`config.mk`:
```
export PLATFORM = sky130hd
export DESIGN_NAME = sd_power_ctrl
export DESIGN_NICKNAME = d
export VERILOG_FILES = /design/src/rtl/sd_pwr_pkg.sv /design/src/rtl/sd_decode.sv /design/src/rtl/sd_tag_pipe.sv /design/src/rtl/sd_stage_fsm.sv /design/src/rtl/sd_power_ctrl.sv
export SDC_FILE = /design/constraint.sdc
export NUM_CORES = 1
export LEC_CHECK = 0
export ABC_AREA = 1
export BUFFER_PORTS_ARGS = -buffer_cell sky130_fd_sc_hd__buf_2
export CAP_MARGIN = 10
export CORE_AREA = 2 2 39 41
export DETAILED_ROUTE_END_ITERATION = 12
export DIE_AREA = 0 0 41 43
export PLACE_DENSITY = 0.74
export SYNTH_ARGS = -nofsm -noshare
export SYNTH_HDL_FRONTEND = slang
export SYNTH_SLANG_ARGS = --single-unit
export TNS_END_PERCENT = 100
```
`constraint.sdc`:
```
create_clock -name clk -period 1.6 [get_ports clk]
set_clock_uncertainty 0.05 [all_clocks]
set_input_delay 0.32 -clock clk [delete_from_list [all_inputs] [get_ports clk]]
set_output_delay 0.32 -clock clk [all_outputs]
set_load 0.01 [all_outputs]
```
`src/rtl/sd_pwr_pkg.sv`:
```
package sd_pwr_pkg;

    localparam int NUM_STAGES = 5;
    localparam int NUM_PREGS  = NUM_STAGES - 1;

    // Stage indices; the tag vector and the awake vector use this order.
    localparam int STG_IF  = 0;
    localparam int STG_ID  = 1;
    localparam int STG_EX  = 2;
    localparam int STG_MEM = 3;
    localparam int STG_WB  = 4;

    // Wake-up state of the units of one stage.
    typedef enum logic {
        ST_ON   = 1'b0,
        ST_WAKE = 1'b1
    } wake_state_e;

endpackage

```
`src/rtl/sd_decode.sv`:
```
module sd_decode #(
    parameter int INSTR_W = 32,
    parameter int OPC_W   = 7,
    parameter int OPC_LSB = 0
) (
    input  logic               rst_n,
    input  logic               valid_i,
    input  logic [INSTR_W-1:0] instr_i,
    output logic               is_sd_o,
    output logic               is_real_o
);

    localparam logic [OPC_W-1:0] SD_OPCODE = '1;

    logic [OPC_W-1:0] opc;
    logic             opc_hit;

    always_comb begin
        opc       = instr_i[OPC_LSB +: OPC_W];
        opc_hit   = (opc == SD_OPCODE);
        is_sd_o   = rst_n && valid_i && opc_hit;
        is_real_o = rst_n && valid_i && !opc_hit;
    end

endmodule

```
`src/rtl/sd_tag_pipe.sv`:
```
module sd_tag_pipe #(
    parameter int NS = 5
) (
    input  logic          clk,
    input  logic          rst_n,
    input  logic          head_i,
    output logic [NS-1:0] tag_o
);

    always_comb tag_o[0] = head_i;

    for (genvar k = 1; k < NS; k++) begin : g_stage
        always_ff @(posedge clk or negedge rst_n) begin
            if (!rst_n) tag_o[k] <= 1'b0;
            else        tag_o[k] <= tag_o[k-1];
        end

        AST_TAG_ADVANCE: assert property (@(posedge clk) disable iff (!rst_n)
            tag_o[k] == $past(tag_o[k-1]));
    end

endmodule

```
`src/rtl/sd_stage_fsm.sv`:
```
module sd_stage_fsm
    import sd_pwr_pkg::*;
#(
    parameter int WAKE_CYC = 1
) (
    input  logic clk,
    input  logic rst_n,
    input  logic gate_i,
    output logic awake_o
);

    localparam int CW = (WAKE_CYC < 2) ? 1 : $clog2(WAKE_CYC + 1);
    localparam logic [CW-1:0] RELOAD = CW'(WAKE_CYC - 1);

    wake_state_e   st_q, st_d;
    logic [CW-1:0] rem_q, rem_d;

    always_ff @(posedge clk or negedge rst_n) begin
        if (!rst_n) begin
            st_q  <= ST_ON;
            rem_q <= '0;
        end else begin
            st_q  <= st_d;
            rem_q <= rem_d;
        end
    end

    always_comb begin
        st_d  = st_q;
        rem_d = rem_q;
        if (gate_i) begin
            rem_d = RELOAD;
            st_d  = (WAKE_CYC > 1) ? ST_WAKE : ST_ON;
        end else begin
            unique case (st_q)
                ST_ON: begin
                    rem_d = '0;
                end
                ST_WAKE: begin
                    rem_d = rem_q - 1'b1;
                    if (rem_q <= 1) st_d = ST_ON;
                end
            endcase
        end
    end

    always_comb begin
        unique case (st_q)
            ST_ON:   awake_o = !gate_i;
            ST_WAKE: awake_o = 1'b0;
        endcase
    end

    AST_GATED_NOT_AWAKE: assert property (@(posedge clk) disable iff (!rst_n)
        gate_i |-> !awake_o);

    AST_WAKE_AFTER_RELEASE: assert property (@(posedge clk) disable iff (!rst_n)
        ($past(gate_i) && !gate_i) |-> (awake_o == (WAKE_CYC == 1)));

endmodule

```
`src/rtl/sd_power_ctrl.sv`:
```
module sd_power_ctrl
    import sd_pwr_pkg::*;
#(
    parameter int INSTR_W  = 32,
    parameter int OPC_W    = 7,
    parameter int OPC_LSB  = 0,
    parameter int WAKE_CYC = 1
) (
    input  logic               clk,
    input  logic               rst_n,
    input  logic               if_valid,
    input  logic [INSTR_W-1:0] if_instr,
    output logic               fetch_stall,
    output logic [4:0]         sd_tag,
    output logic               pc_cg,
    output logic               icache_drowsy,
    output logic               if_pg,
    output logic               regfile_cg,
    output logic               id_pg,
    output logic               ex_pg,
    output logic               dcache_drowsy,
    output logic               mem_pg,
    output logic               wb_pg,
    output logic [3:0]         preg_cg,
    output logic [4:0]         unit_awake
);

    logic                  head_sd;
    logic                  head_real;
    logic [NUM_STAGES-1:0] tag;
    logic [NUM_STAGES-1:0] awake;

    sd_decode #(
        .INSTR_W (INSTR_W),
        .OPC_W   (OPC_W),
        .OPC_LSB (OPC_LSB)
    ) u_decode (
        .rst_n     (rst_n),
        .valid_i   (if_valid),
        .instr_i   (if_instr),
        .is_sd_o   (head_sd),
        .is_real_o (head_real)
    );

    sd_tag_pipe #(
        .NS (NUM_STAGES)
    ) u_tags (
        .clk    (clk),
        .rst_n  (rst_n),
        .head_i (head_sd),
        .tag_o  (tag)
    );

    for (genvar k = 0; k < NUM_STAGES; k++) begin : g_wake
        sd_stage_fsm #(
            .WAKE_CYC (WAKE_CYC)
        ) u_fsm (
            .clk     (clk),
            .rst_n   (rst_n),
            .gate_i  (tag[k]),
            .awake_o (awake[k])
        );
    end

    // Per-unit mode outputs.
    always_comb begin
        sd_tag        = tag;
        unit_awake    = awake;
        pc_cg         = tag[STG_IF];
        icache_drowsy = tag[STG_IF];
        if_pg         = tag[STG_IF];
        regfile_cg    = tag[STG_ID];
        id_pg         = tag[STG_ID];
        ex_pg         = tag[STG_EX];
        dcache_drowsy = tag[STG_MEM];
        mem_pg        = tag[STG_MEM];
        wb_pg         = tag[STG_WB];
        preg_cg       = tag[NUM_PREGS-1:0];
        fetch_stall   = head_real && !awake[STG_IF];
    end

    AST_STALL_ONLY_REAL: assert property (@(posedge clk) disable iff (!rst_n)
        fetch_stall |-> (if_valid && !sd_tag[STG_IF]));

    for (genvar k = 1; k < NUM_STAGES; k++) begin : g_awake_chk
        AST_AWAKE_FOLLOWS: assert property (@(posedge clk) disable iff (!rst_n)
            unit_awake[k] == $past(unit_awake[k-1]));
    end

    AST_GATES_LEAVE_WB: assert property (@(posedge clk) disable iff (!rst_n)
        $past(wb_pg) |-> (wb_pg == $past(mem_pg)));

endmodule

```
==> impl_metrics.csv <==
group,metric,value,unit
status,status,"completed",
setup_path,critical-path-max-stage-delay,220,ps
synthesis,dominantRegCellSynth,"dfrtp_1",
synthesis,largest_family_of_logic_cells_by_synthesized_area,"buffers and inverters",
final_layout,syn2layout_area_growth,23.1,%
final_layout,nets,91,
clocking,clk_transition_reported_paths,40,ps
grt,grt_pass1_wl,765,microns
synthesis,ys_async_sr_fraction,100,%
synthesis,ys_seq_area_share,33.1,%
final_layout,antenna_cells,0,
synthesis,synthesis.area,303,sq um
synthesis,synth_warnings,0,
setup_path,crit_chain,"buf_2 -> nand2_1 -> nor2_2 -> nand2_1 -> nor2_1 -> buf_2",
final_layout,max_flop_register,"u_tags.tag_o",
clocking,numCtsBuffers,3,
setup_path,setup.reg_to_reg.worst_slack,1000,ps
synthesis,synth_area_in_adders,0,%
clocking,cts_root_buffer_type,"clkbuf_4",
detailed_routing,total_number_of_vias,240,
floorplan,io_pins,59,
pwr,internal_power,0.197,mW
synthesis,post_synth_xor_area_fraction,0,%
clocking,cts_tree,"done",
synthesis,postSynthRegisterBits,4,
setup_path,critical_path_arrival,1020,ps
setup_path,crit_required,1230,ps
synthesis,synth_top_cell_area_share,47.1,%
synthesis,number_of_different_library_cells_in_the_post_synthesis_netlist,9,
pwr,power_frac_clock,49.5,%
sta,whs,349,ps
placed_design,hpwl,439,microns
sta,finalSetupTns,0,ps
synthesis,postSynthCellCount,37,
placed_design,gp_congestion,0.588,
detailed_routing,first_iter_violations,3,
sta,timing.final.crit_period,1390,ps
detailed_routing,final_antenna_net_count,0,
floorplan,fp.dieArea,1760,sq um
sta,finalSetupViolCount,0,
clocking,clock_latency,230,ps
sta,post-route-period-util,86.8,%
pwr,share_seq_of_total_power,41.7,%
floorplan,placement_rows,14,
clocking,post-cts-setup-buffer-count,0,
grt,initial_antenna_violation_count,0,
detailed_routing,routed_wirelength,520,microns
detailed_routing,drc,0,
synthesis,yosys.area.top_type,"buf_4",
floorplan,core-area,1380,sq um
pwr,cellLeakagePower,0.244,nW
clocking,number_of_h_tree_levels,1,
grt,maximum_number_of_pins_on_one_net_before_global_route_repair,7,
synthesis,synth_commonest_cells,"19 x buf_4, 5 x inv_1, 4 x dfrtp_1, 4 x nand2_1",
pwr,power_switching_share,19.4,%
pwr,power_switching,0.0475,mW
final_layout,largest_register_ff_count,4,
clocking,clockBufferDepth,2,
synthesis,synth_edf_count,0,
setup_path,slowest_stage,"nor2_1",
grt,grt-ovfl-total,0,
pwr,powerDensity,657,nW/um^2
setup_path,timing_worst_setup_path_type,"primary input to output port",
synthesis,postSynthAreaPerCell,8.18,sq um
sta,drv_slew,0,
floorplan,initial_utilization,21.9,%
detailed_routing,drt-wirelength-per-cell,7.43,microns
placed_design,worst_slack_at_placement,201,ps
setup_path,crit_fanout,6,
pwr,combinationalPowerShare,8.8,%
min_path,worstHoldPathType,"primary input to flip-flop",
grt,number_of_global_route_vias_before_repair,168,
sta,setup_ws,212,ps
synthesis,synth_nets,72,
run,maxCapViolations,0,
detailed_routing,vias_per_cell,3.43,
detailed_routing,detailedRoute.firstPassIterationCount,4,
pwr,power.ir.vdd_worst,301,uV
synthesis,synth.most_common_cell,"buf_4",
synthesis,synth_compound_gate_area_share,0,%
final_layout,finish.utilization,26.9,%
floorplan,die_width,41,microns
synthesis,yosys.area_share.simple,12.4,%
final_layout,drive_gt1_share,66.7,%
clocking,numClockSinks,4,
final_layout,largest_registers,"u_tags.tag_o x4",
setup_path,start_kind,"primary input",
sta,timing.fmax,720,MHz
sta,grt_setup_unrepaired,"no",
floorplan,fp.dieH,43,microns
placed_design,buffer_ports.inserted,32,
synthesis,yosys-top-cells-area,"buf_4 47%, dfrtp_1 33%, inv_1 6.2%, nand2_1 5.0%, nand3b_1 2.5%",
grt,track_usage,7.14,%
setup_path,endpoint_kind,"output port",
sta,hold_viol,0,
synthesis,synth_mux_area_share,0,%
[per-stage QoR]
step | instance area (sq um) | std cells | total power [mW]
finish | 373 | 70 | 0.245
global route | 373 | 70 | 0.264
floorplan | 303 | 37 | 0.112
global placement | 340 | 66 | 0.123
CTS | 373 | 70 | 0.252
detailed placement | 340 | 66 | 0.123
[critical path, delay by kind of cell]
kind,cells,cell delay (ps)
buffers and inverters,2,270
and+or+nand+nor,4,430
[power by group through the flow]
| stage | Combinational [mW] | Clock, mW | Sequential (mW) |
|---|---|---|---|
| floorplan | 0.00888 | 0 | 0.103 |
| global placement | 0.0193 | 0 | 0.103 |
| detailed placement | 0.0198 | 0 | 0.103 |
| CTS | 0.0220 | 0.128 | 0.102 |
| global route | 0.0246 | 0.137 | 0.102 |
| finish | 0.0216 | 0.121 | 0.102 |
[cell usage in the layout (no fill, tap or decap)]
cell,netlist,layout
dlygate4sd3_1,0,1
dfrtp_1,4,4
clkbuf_4,0,3
nor2_2,1,1
nand2_1,4,4
nor2_1,1,1
nand3_1,1,1
buf_2,0,32
inv_1,5,5
conb_1,1,1
nand3b_1,1,1
[final cells by class]
cell class | count | area (sq um)
inverter | 5 | 18.8
multi-input combinational | 9 | 41.3
clock buffer | 3 | 22.5
sequential | 4 | 100
tap | 16 | 20.0
fill | 145 | 1010
timing repair buffer | 33 | 170
[layer usage]
metal	GRT usage [%]	wire length (microns)
met4	4.00	6
met5	0	0
met2	9.69	206
met1	7.12	208
met3	6.28	99
[logic make-up (layout without fill, tap and decap cells)]
family	count (synthesis)	after routing
buffers and inverters	24	41
AND/OR/NAND/NOR	8	8
flip-flops	4	4
other	1	1
[repair_timing]
item                                   in CTS  in global routing
endpoints found under the hold margin       4                  0
hold buffers                                1                  0
gates resized for setup                     0                  0
[worst paths after layout]
kind                                            from                        end  cells after the start
hold / removal                           if_instr[3]  u_tags.tag_o[1]$_DFF_PN0_                      3
setup / recovery                         if_instr[5]                      pc_cg                      6
max in group asynchronous                      rst_n  u_tags.tag_o[1]$_DFF_PN0_                      2
hold reg to reg            u_tags.tag_o[2]$_DFF_PN0_  u_tags.tag_o[3]$_DFF_PN0_                      0
setup reg to reg           u_tags.tag_o[3]$_DFF_PN0_  u_tags.tag_o[4]$_DFF_PN0_                      0
min in group asynchronous                      rst_n  u_tags.tag_o[4]$_DFF_PN0_                      2
Note: power is estimated with default switching activity, not from simulation.
